[config.mk]
export PLATFORM = sky130hd
export DESIGN_NAME = mx_modexp
export DESIGN_NICKNAME = d
export VERILOG_FILES = /design/src/rtl/mx_pkg.sv /design/src/rtl/mx_modmul.sv /design/src/rtl/mx_seq.sv /design/src/rtl/mx_modexp.sv
export SDC_FILE = /design/constraint.sdc
export NUM_CORES = 1
export LEC_CHECK = 0
export BUFFER_PORTS_ARGS = -buffer_cell sky130_fd_sc_hd__clkbuf_2
export CAP_MARGIN = 20
export CORE_ASPECT_RATIO = 0.75
export CORE_MARGIN = 3
export CORE_UTILIZATION = 46
export DETAILED_ROUTE_END_ITERATION = 10
export PLACE_DENSITY = 0.66
export SLEW_MARGIN = 20
export SYNTH_ARGS = -nofsm -noshare
export SYNTH_HDL_FRONTEND = slang
export SYNTH_SLANG_ARGS = --single-unit
[constraint.sdc]
create_clock -name clk -period 8.8 [get_ports clk]
set_input_delay 0.44 -clock clk [delete_from_list [all_inputs] [get_ports clk]]
set_output_delay 0.44 -clock clk [all_outputs]
set_load 0.02 [all_outputs]
[src/rtl/mx_pkg.sv]
package mx_pkg;

    typedef enum logic [1:0] {
        SQ_IDLE   = 2'd0,
        SQ_PREP   = 2'd1,
        SQ_SQUARE = 2'd2,
        SQ_MULT   = 2'd3
    } seq_state_e;

endpackage

[src/rtl/mx_modmul.sv]
// Bit-serial interleaved modular multiplier: prod = mcand * mplier mod modv.
// A start is taken when idle; done pulses W+1 cycles after the start cycle.
// Requires mcand < modv (or modv == 1) and modv != 0; mplier may be any value.
module mx_modmul #(
    parameter int W = 32
) (
    input  logic         clk,
    input  logic         rst_n,
    input  logic         start_i,
    input  logic [W-1:0] a_i,
    input  logic [W-1:0] b_i,
    input  logic [W-1:0] m_i,
    output logic         done_o,
    output logic [W-1:0] prod_o
);
    localparam int CW = $clog2(W + 1);

    typedef struct packed {
        logic [W-1:0]  acc;
        logic [W-1:0]  mcand;
        logic [W-1:0]  mplier;
        logic [W-1:0]  modv;
        logic [CW-1:0] left;
        logic          run;
        logic          fin;
    } mm_t;

    mm_t mm_d, mm_q;

    logic [W:0]   dbl;
    logic [W:0]   dbl_red;
    logic [W:0]   sum;
    logic [W-1:0] sum_red;

    always_comb begin
        mm_d     = mm_q;
        mm_d.fin = 1'b0;

        // one interleaved step: acc = (2*acc + bit*mcand) mod modv
        dbl     = {mm_q.acc, 1'b0};
        dbl_red = (dbl >= {1'b0, mm_q.modv}) ? (dbl - {1'b0, mm_q.modv}) : dbl;
        sum     = dbl_red + (mm_q.mplier[W-1] ? {1'b0, mm_q.mcand} : '0);
        sum_red = (sum >= {1'b0, mm_q.modv}) ? W'(sum - {1'b0, mm_q.modv}) : W'(sum);

        if (start_i && !mm_q.run) begin
            mm_d.acc    = '0;
            mm_d.mcand  = a_i;
            mm_d.mplier = b_i;
            mm_d.modv   = m_i;
            mm_d.left   = CW'(W);
            mm_d.run    = 1'b1;
        end else if (mm_q.run) begin
            mm_d.acc    = sum_red;
            mm_d.mplier = mm_q.mplier << 1;
            mm_d.left   = mm_q.left - CW'(1);
            if (mm_q.left == CW'(1)) begin
                mm_d.run = 1'b0;
                mm_d.fin = 1'b1;
            end
        end
    end

    always_ff @(posedge clk or negedge rst_n) begin
        if (!rst_n) mm_q <= '0;
        else        mm_q <= mm_d;
    end

    assign done_o = mm_q.fin;
    assign prod_o = mm_q.acc;

endmodule

[src/rtl/mx_seq.sv]
// Exponent sequencer: pre-reduces the base, then per exponent bit (MSB first)
// issues a square and, if the bit is set or constant-time mode is on, a
// multiply. A cleared bit's multiply result is never written to the accumulator.
module mx_seq
    import mx_pkg::*;
#(
    parameter int W = 32
) (
    input  logic         clk,
    input  logic         rst_n,
    input  logic         start_i,
    input  logic         ct_i,
    input  logic [W-1:0] base_i,
    input  logic [W-1:0] exp_i,
    input  logic [W-1:0] mod_i,
    input  logic         mm_done_i,
    input  logic [W-1:0] mm_prod_i,
    output logic         mm_go_o,
    output logic [W-1:0] mm_a_o,
    output logic [W-1:0] mm_b_o,
    output logic [W-1:0] mm_m_o,
    output logic         busy_o,
    output logic         done_o,
    output logic [W-1:0] result_o
);
    localparam int CW = $clog2(W + 1);

    typedef struct packed {
        seq_state_e    state;
        logic [W-1:0]  base;
        logic [W-1:0]  expo;
        logic [W-1:0]  modv;
        logic [W-1:0]  acc;
        logic [CW-1:0] left;
        logic          ct;
        logic          go;
        logic          busy;
        logic          fin;
        logic [W-1:0]  res;
    } sq_t;

    sq_t sq_d, sq_q;

    logic         advance;
    logic [W-1:0] acc_now;

    always_comb begin
        sq_d     = sq_q;
        sq_d.go  = 1'b0;
        sq_d.fin = 1'b0;
        advance  = 1'b0;
        acc_now  = sq_q.acc;

        unique case (sq_q.state)
            SQ_IDLE: begin
                if (start_i) begin
                    sq_d.base  = base_i;
                    sq_d.expo  = exp_i;
                    sq_d.modv  = mod_i;
                    sq_d.ct    = ct_i;
                    sq_d.acc   = (mod_i == W'(1)) ? '0 : W'(1);
                    sq_d.left  = CW'(W);
                    sq_d.state = SQ_PREP;
                    sq_d.go    = 1'b1;
                    sq_d.busy  = 1'b1;
                end
            end
            SQ_PREP: begin
                if (mm_done_i) begin
                    sq_d.base  = mm_prod_i;
                    sq_d.state = SQ_SQUARE;
                    sq_d.go    = 1'b1;
                end
            end
            SQ_SQUARE: begin
                if (mm_done_i) begin
                    sq_d.acc = mm_prod_i;
                    acc_now  = mm_prod_i;
                    if (sq_q.expo[W-1] || sq_q.ct) begin
                        sq_d.state = SQ_MULT;
                        sq_d.go    = 1'b1;
                    end else begin
                        advance = 1'b1;
                    end
                end
            end
            SQ_MULT: begin
                if (mm_done_i) begin
                    // dummy product (cleared bit) is dropped here
                    if (sq_q.expo[W-1]) begin
                        sq_d.acc = mm_prod_i;
                        acc_now  = mm_prod_i;
                    end
                    advance = 1'b1;
                end
            end
            default: sq_d.state = SQ_IDLE;
        endcase

        if (advance) begin
            sq_d.expo = sq_q.expo << 1;
            sq_d.left = sq_q.left - CW'(1);
            if (sq_q.left == CW'(1)) begin
                sq_d.state = SQ_IDLE;
                sq_d.busy  = 1'b0;
                sq_d.fin   = 1'b1;
                sq_d.res   = acc_now;
            end else begin
                sq_d.state = SQ_SQUARE;
                sq_d.go    = 1'b1;
            end
        end
    end

    always_comb begin
        unique case (sq_q.state)
            SQ_PREP: begin
                mm_a_o = W'(1);
                mm_b_o = sq_q.base;
            end
            SQ_MULT: begin
                mm_a_o = sq_q.base;
                mm_b_o = sq_q.acc;
            end
            default: begin
                mm_a_o = sq_q.acc;
                mm_b_o = sq_q.acc;
            end
        endcase
    end

    always_ff @(posedge clk or negedge rst_n) begin
        if (!rst_n) sq_q <= '0;
        else        sq_q <= sq_d;
    end

    assign mm_go_o  = sq_q.go;
    assign mm_m_o   = sq_q.modv;
    assign busy_o   = sq_q.busy;
    assign done_o   = sq_q.fin;
    assign result_o = sq_q.res;

endmodule

[src/rtl/mx_modexp.sv]
module mx_modexp #(
    parameter int W = 32
) (
    input  logic         clk,
    input  logic         rst_n,
    input  logic         start_i,
    input  logic         ct_en_i,
    input  logic [W-1:0] base_i,
    input  logic [W-1:0] exp_i,
    input  logic [W-1:0] mod_i,
    output logic         busy_o,
    output logic         done_o,
    output logic [W-1:0] result_o
);
    logic         mm_go;
    logic         mm_done;
    logic [W-1:0] mm_a;
    logic [W-1:0] mm_b;
    logic [W-1:0] mm_m;
    logic [W-1:0] mm_prod;

    mx_seq #(.W(W)) u_seq (
        .clk       (clk),
        .rst_n     (rst_n),
        .start_i   (start_i),
        .ct_i      (ct_en_i),
        .base_i    (base_i),
        .exp_i     (exp_i),
        .mod_i     (mod_i),
        .mm_done_i (mm_done),
        .mm_prod_i (mm_prod),
        .mm_go_o   (mm_go),
        .mm_a_o    (mm_a),
        .mm_b_o    (mm_b),
        .mm_m_o    (mm_m),
        .busy_o    (busy_o),
        .done_o    (done_o),
        .result_o  (result_o)
    );

    mx_modmul #(.W(W)) u_mul (
        .clk     (clk),
        .rst_n   (rst_n),
        .start_i (mm_go),
        .a_i     (mm_a),
        .b_i     (mm_b),
        .m_i     (mm_m),
        .done_o  (mm_done),
        .prod_o  (mm_prod)
    );

endmodule

# Word-level counts from Yosys, hierarchy flattened
# Index checks and enable logic that the tools add are counted.
# word_totals
output_inout_bits	34
reg_bits	308
latch_bits	0
input_bits	100
mem_count	0
ram_bits	0
mem_bits_ro	0
word_cells	95
# classes
n_eq_ne	12
n_addsub	5
n_bitwise	0
div	0
multipliers	0
magnitude_cmp	2
shift	0
n_reduce_logical	16
n_mux	42
# ops
cell	count
$mux W32	11
$pmux W32 S2	3
$mux W139	1
$pmux W32 S3	1
$mux W34	2
$ge A33 B32 Y1	2
$mux W64	1
$mux W35	1
$add A33 B32 Y33	1
$mux W33	1
$sub A33 B32 Y33	1
$eq A32 B1 Y1 const B	1
$sub A32 B32 Y32	1
$mux W7	2
$eq A6 B1 Y1 const B	2
$sub A6 B1 Y6 const B	2
$mux W2	5
$mux W1	9
$ne A3 B1 Y1 const B	3
$mux W8	1
$reduce_and A2 Y1	4
$reduce_bool A2 Y1	4
$mux W6	1
$pmux W2 S3	1
15 further kinds	16

# Longest topological paths before layout
# depth
ltp_word	7
ltp_mapped	35

# Cells and area by module
# A second synthesis with hierarchy kept.
# hier_totals
hier_cells	2344
hier_area_um2	20118.0
# modules_own_cells
module	seq_area_each_um2	area_per_inst_um2	cells_per_inst	instances
mx_modmul	3403.3	11384.7	1333	1
mx_seq	4304.1	8733.4	1011	1

# Least setup slack after synthesis
# Ideal clock, no wire load.
# synth_timing
path_type	register to register
startpoint	reg u_mul.mm_q[9] (netlist bit)
endpoint	reg u_mul.mm_q (netlist bit u_mul.prod_o[26])
arrival_ns	7.185
slack_ns	1.478
path_buffers	3
period_less_slack_ns	7.322
path_stages_with_launch	32
path_cell_list	dfrtp_1 > inv_1 > ha_1 > nor2b_1 > o31a_1 > o211ai_1 > a21o_1 > nand2_1 > a21boi_0 > o21ba_2 > clkbuf_1 > clkbuf_1 > o21ai_0 > ha_1 > a2111oi_0 > o21ai_1 > a211oi_2 > a211oi_1 > or3_1 > a31oi_1 > xnor2_1 > ha_1 > and3_1 > nand2_1 > or3_1 > or4_1 > o211ai_2 > a2111oi_1 > mux2i_4 > buf_4 > mux2i_1 > a21oi_1
# synth_via
elab_chain_cells	7
word_cells_on_any_way	9
cone_classes	3 x add/sub; 2 x order compare; 4 x mux
# synth_lines
element	line_no	text
from (decl)	mx_modmul.sv:28	mm_t mm_d, mm_q;
from (signal assigned)	mx_modmul.sv:65	else mm_q <= mm_d;
$sub A33 B32 Y33 / $ge A33 B32 Y1 (equally long branches)	mx_modmul.sv:41	dbl_red = (dbl >= {1'b0, mm_q.modv}) ? (dbl - {1'b0, mm_q.modv}) : dbl;
$mux W33	mx_modmul.sv:41	
$add A33 B32 Y33	mx_modmul.sv:42	sum = dbl_red + (mm_q.mplier[W-1] ? {1'b0, mm_q.mcand} : '0);
$sub A32 B32 Y32 / $ge A33 B32 Y1 (equally long branches)	mx_modmul.sv:43	sum_red = (sum >= {1'b0, mm_q.modv}) ? W'(sum - {1'b0, mm_q.modv}) : W'(sum);
$mux W32 *	mx_modmul.sv:43	
$mux W32 *	mx_modmul.sv:52	end else if (mm_q.run) begin
$mux W32 *	mx_modmul.sv:45	if (start_i && !mm_q.run) begin
# Every way passes the cells marked *; elsewhere a longest branch is shown, timed or not. The select of a mux whose other input is x is not followed.
# A chain may end at the register's enable or synchronous reset.

# Worst setup path in the final report
# layout_timing
startpoint	reg u_mul.mm_q[9] (netlist bit)
endpoint	reg u_mul.mm_q (netlist bit u_mul.prod_o[8])
# Same word-level chain as after synthesis.

==> run metrics <==
non-filler cells, final 2,766; vias in the first global route 14.9k; maxcap violations 0; leading area contributor after synthesis dfrtp_1; 1st-iter DRT viols 1,572; H-tree levels 2; Post-synth EDFFs 0; Inst Count DP approximately 2.7k; Initial Utilization 0.472; largest net degree at the start of global routing roughly 130; PD cells 137 mW/mm²; Yosys top cell area share 0.396; Setup crit start kind register; buffers added on ports 133; Num CTS Buffers 34; Row Count 64; first-pass GRT wire length 86,000 µm; CTS sink count around 310; Root Buffer Master clkbuf_16; post-route clock skew 0.0240 ns; Max Freq 0.123 GHz; fin crit share 0.923; Post-Route WL 55,100 µm; RSZ-0062 raised after global routing false; register bit count reported by yosys 308; Critical Path Source u_mul.mm_q[9]; Critical Path RT just over 9 ns; TritonCTS clock tree yes; Syn Inst Count 2,144; Tot Pwr 0.00294 W; endpoints failing setup 0; Residual DRC 0; io pins 134; peak supply drop between 0.0001 and 0.00015 V; slowest stage cell, crit path or4_1; worst flop-to-flop path endpoint u_mul.prod_o[8]; Worst EP arrival 8.50 ns; minimum clock period 8.12 ns; CP max stage delay roughly 0.56 ns; maximum clock path buffer count 3; Least-Margin Pin Slew 1.02 ns; Mapped Area 0.0195 mm²; ys async rst share 1.00; die span in y 184 µm; final slew viol count 0; post-synth net total between 2k and 2.5k; Overall Global Routing Usage 0.243; worst reg-to-reg path cell count 29; most numerous cell in the Yosys netlist dfrtp_1; drt via density about 6; setup TNS 0 ns; Commonest cells post-synth 308 x dfrtp_1, 210 x nand2_1, 204 x a21oi_1, 191 x o21ai_0, 148 x nor2_1; area delta synth->final 10.4%; crit path capture type register; Leakage Power about 10 nW; Post-synth top flop dfrtp_1; Vias ~16k; yosys warns 0; most used cell, CP ha_1; Synth cell types 69; worst reg2reg setup slack 0.68 ns; outcome completed; # nets final 2,394; Worst slew margin 0.322; clock slew at reported path FFs 0.06 ns; Syn Area/Cell between 9 and 10 µm²; final hold vios 0; GRT overflow 0; dpl hpwl 40,100 µm; worst hold path type in2async; Die ar. ~0.045 mm²; proportion of layout cells with a drive suffix above 1 0.135; initial antenna violation count 0; worst skew pair latency 0.53 ns; Die Wd 244 µm; Critical Path Fanout Max 25; Antenna Nets Post-Route 0; critical path type reg2reg; worst reg2reg path startpoint u_mul.mm_q[9]; top post-synthesis cells by area dfrtp_1 40%, ha_1 6.8%, a21oi_1 5.2%; RD Place Congestion roughly 0.95; CORE AREA just over 0.04 mm²; DR pass1 iterations 5; sequential share of the synthesized area 0.396; WL per Instance 19.9 µm; CTS Hold Bufs 0
## layout by cell type (no fill, tap or decap), types with 13 or more instances in the layout
cell type  synthesis  final
a211oi_1          17     16
a21o_1            54     54
a21oi_1          204    204
a22o_1            32     32
a22oi_1           64     64
and2_1            41     40
and3_1            16     16
buf_4             33     24
clkbuf_16          0     35
clkbuf_2           0    132
dfrtp_1          308    307
ha_1             106    104
inv_1             62     62
mux2_2            65     65
mux2i_1           96     96
nand2_1          210    208
nand2b_1          18     17
nand3_1           33     33
nand4_1           14     14
nor2_1           148    147
nor2b_1           18     17
nor3_1            24     24
nor3b_1           36     36
o21a_1            17     17
o21ai_0          191    190
o21ai_1           13     13
xnor2_1           49     49
xor2_1            35     35
## kinds of logic (layout without fill, tap and decap cells)
| logic type | count (synthesis) | in the layout | synth area share |
|---|---|---|---|
| flops | 308 | 308 | 0.396 |
| compound gates | 677 | 677 | 0.215 |
| buf+inv | 216 | 276 | 0.0490 |
| fa+ha+maj | 109 | 109 | 0.0712 |
| simple gates | 588 | 588 | 0.143 |
| mux | 162 | 162 | 0.0881 |
| xor+xnor | 84 | 84 | 0.0378 |
| other cells | 0 | 1 | 0 |
## layout make-up
cell class	instances	area, µm²
fill	3820	19800
clock inverter	8	103
timing repair buffer	158	876
sequential	308	7710
clock buffer	47	961
tap	561	702
multi-input combinational	1620	10900
inverter	63	236
antenna	1	2.50
## worst max-delay path by stage
| stage | end | slack, ns | depth (start not counted) |
|---|---|---|---|
| global route | u_mul.prod_o[15] | 0.13 | 29 |
| finish | u_mul.prod_o[8] | 0.68 | 29 |
| CTS | u_mul.prod_o[8] | 0.38 | 29 |
| global placement | u_mul.prod_o[10] | 0.70 | 30 |
| floorplan | u_mul.prod_o[26] | 1.48 | 31 |
| detailed placement | u_mul.prod_o[8] | 0.41 | 29 |
## what timing repair did
item,CTS,global route
resized for setup,0,4
buffers inserted,0,2
endpoints found under the setup margin,0,32
## power breakdown
part / total [W] / switching, W / internal (W)
Clock: 0.00141 / 0.000593 / 0.000821
Combinational: 0.0000849 / 0.0000546 / 0.0000303
Sequential: 0.00144 / 0.0000104 / 0.00143
Total: 0.00294 / 0.000658 / 0.00228
## critical path: cells and delay by family (launching register included)
kind | cells | cell delay, ns
AO/OA/AOI/OAI | 13 | 3.16
AND/OR/NAND/NOR | 7 | 1.96
adder cells (fa/ha/maj) | 3 | 1.01
flip-flops | 1 | 0.43
XOR/XNOR | 1 | 0.21
multiplexers | 3 | 0.84
buffers and inverters | 2 | 0.33
## registers in the layout (all words and copies together) (netlist names)
| register | flops |
|---|---|
| u_mul.mm_q | 103 |
| u_seq.busy_o | 1 |
| u_mul.done_o | 1 |
| u_seq.done_o | 1 |
| u_seq.result_o | 32 |
| u_seq.sq_q | 105 |
| u_seq.mm_go_o | 1 |
| u_mul.prod_o | 32 |
| u_seq.mm_m_o | 32 |
## layer usage
metal,GRT usage,up-vias,part of all wire
met4,0.0453,0,0.015
met1,0.405,7755,0.52
met3,0.0531,50,0.089
met2,0.314,583,0.37
met5,0,-,0
li1,-,7752,-
## metrics by stage
| step | worst slack [ns] | instance area [µm²] | hold slack (ns) | util |
|---|---|---|---|---|
| after global placement | 0.703 | 20400 | 0.458 | 0.494 |
| after global routing | 0.129 | 21500 | 0.108 | 0.521 |
| after detailed placement | 0.410 | 20400 | 0.466 | 0.494 |
| final | 0.681 | 21500 | 0.0374 | 0.521 |
| after floorplan | 1.48 | 19500 | 0.144 | - |
| after CTS | 0.384 | 21400 | 0.0684 | 0.520 |
Power figures use the tool's default switching activity.
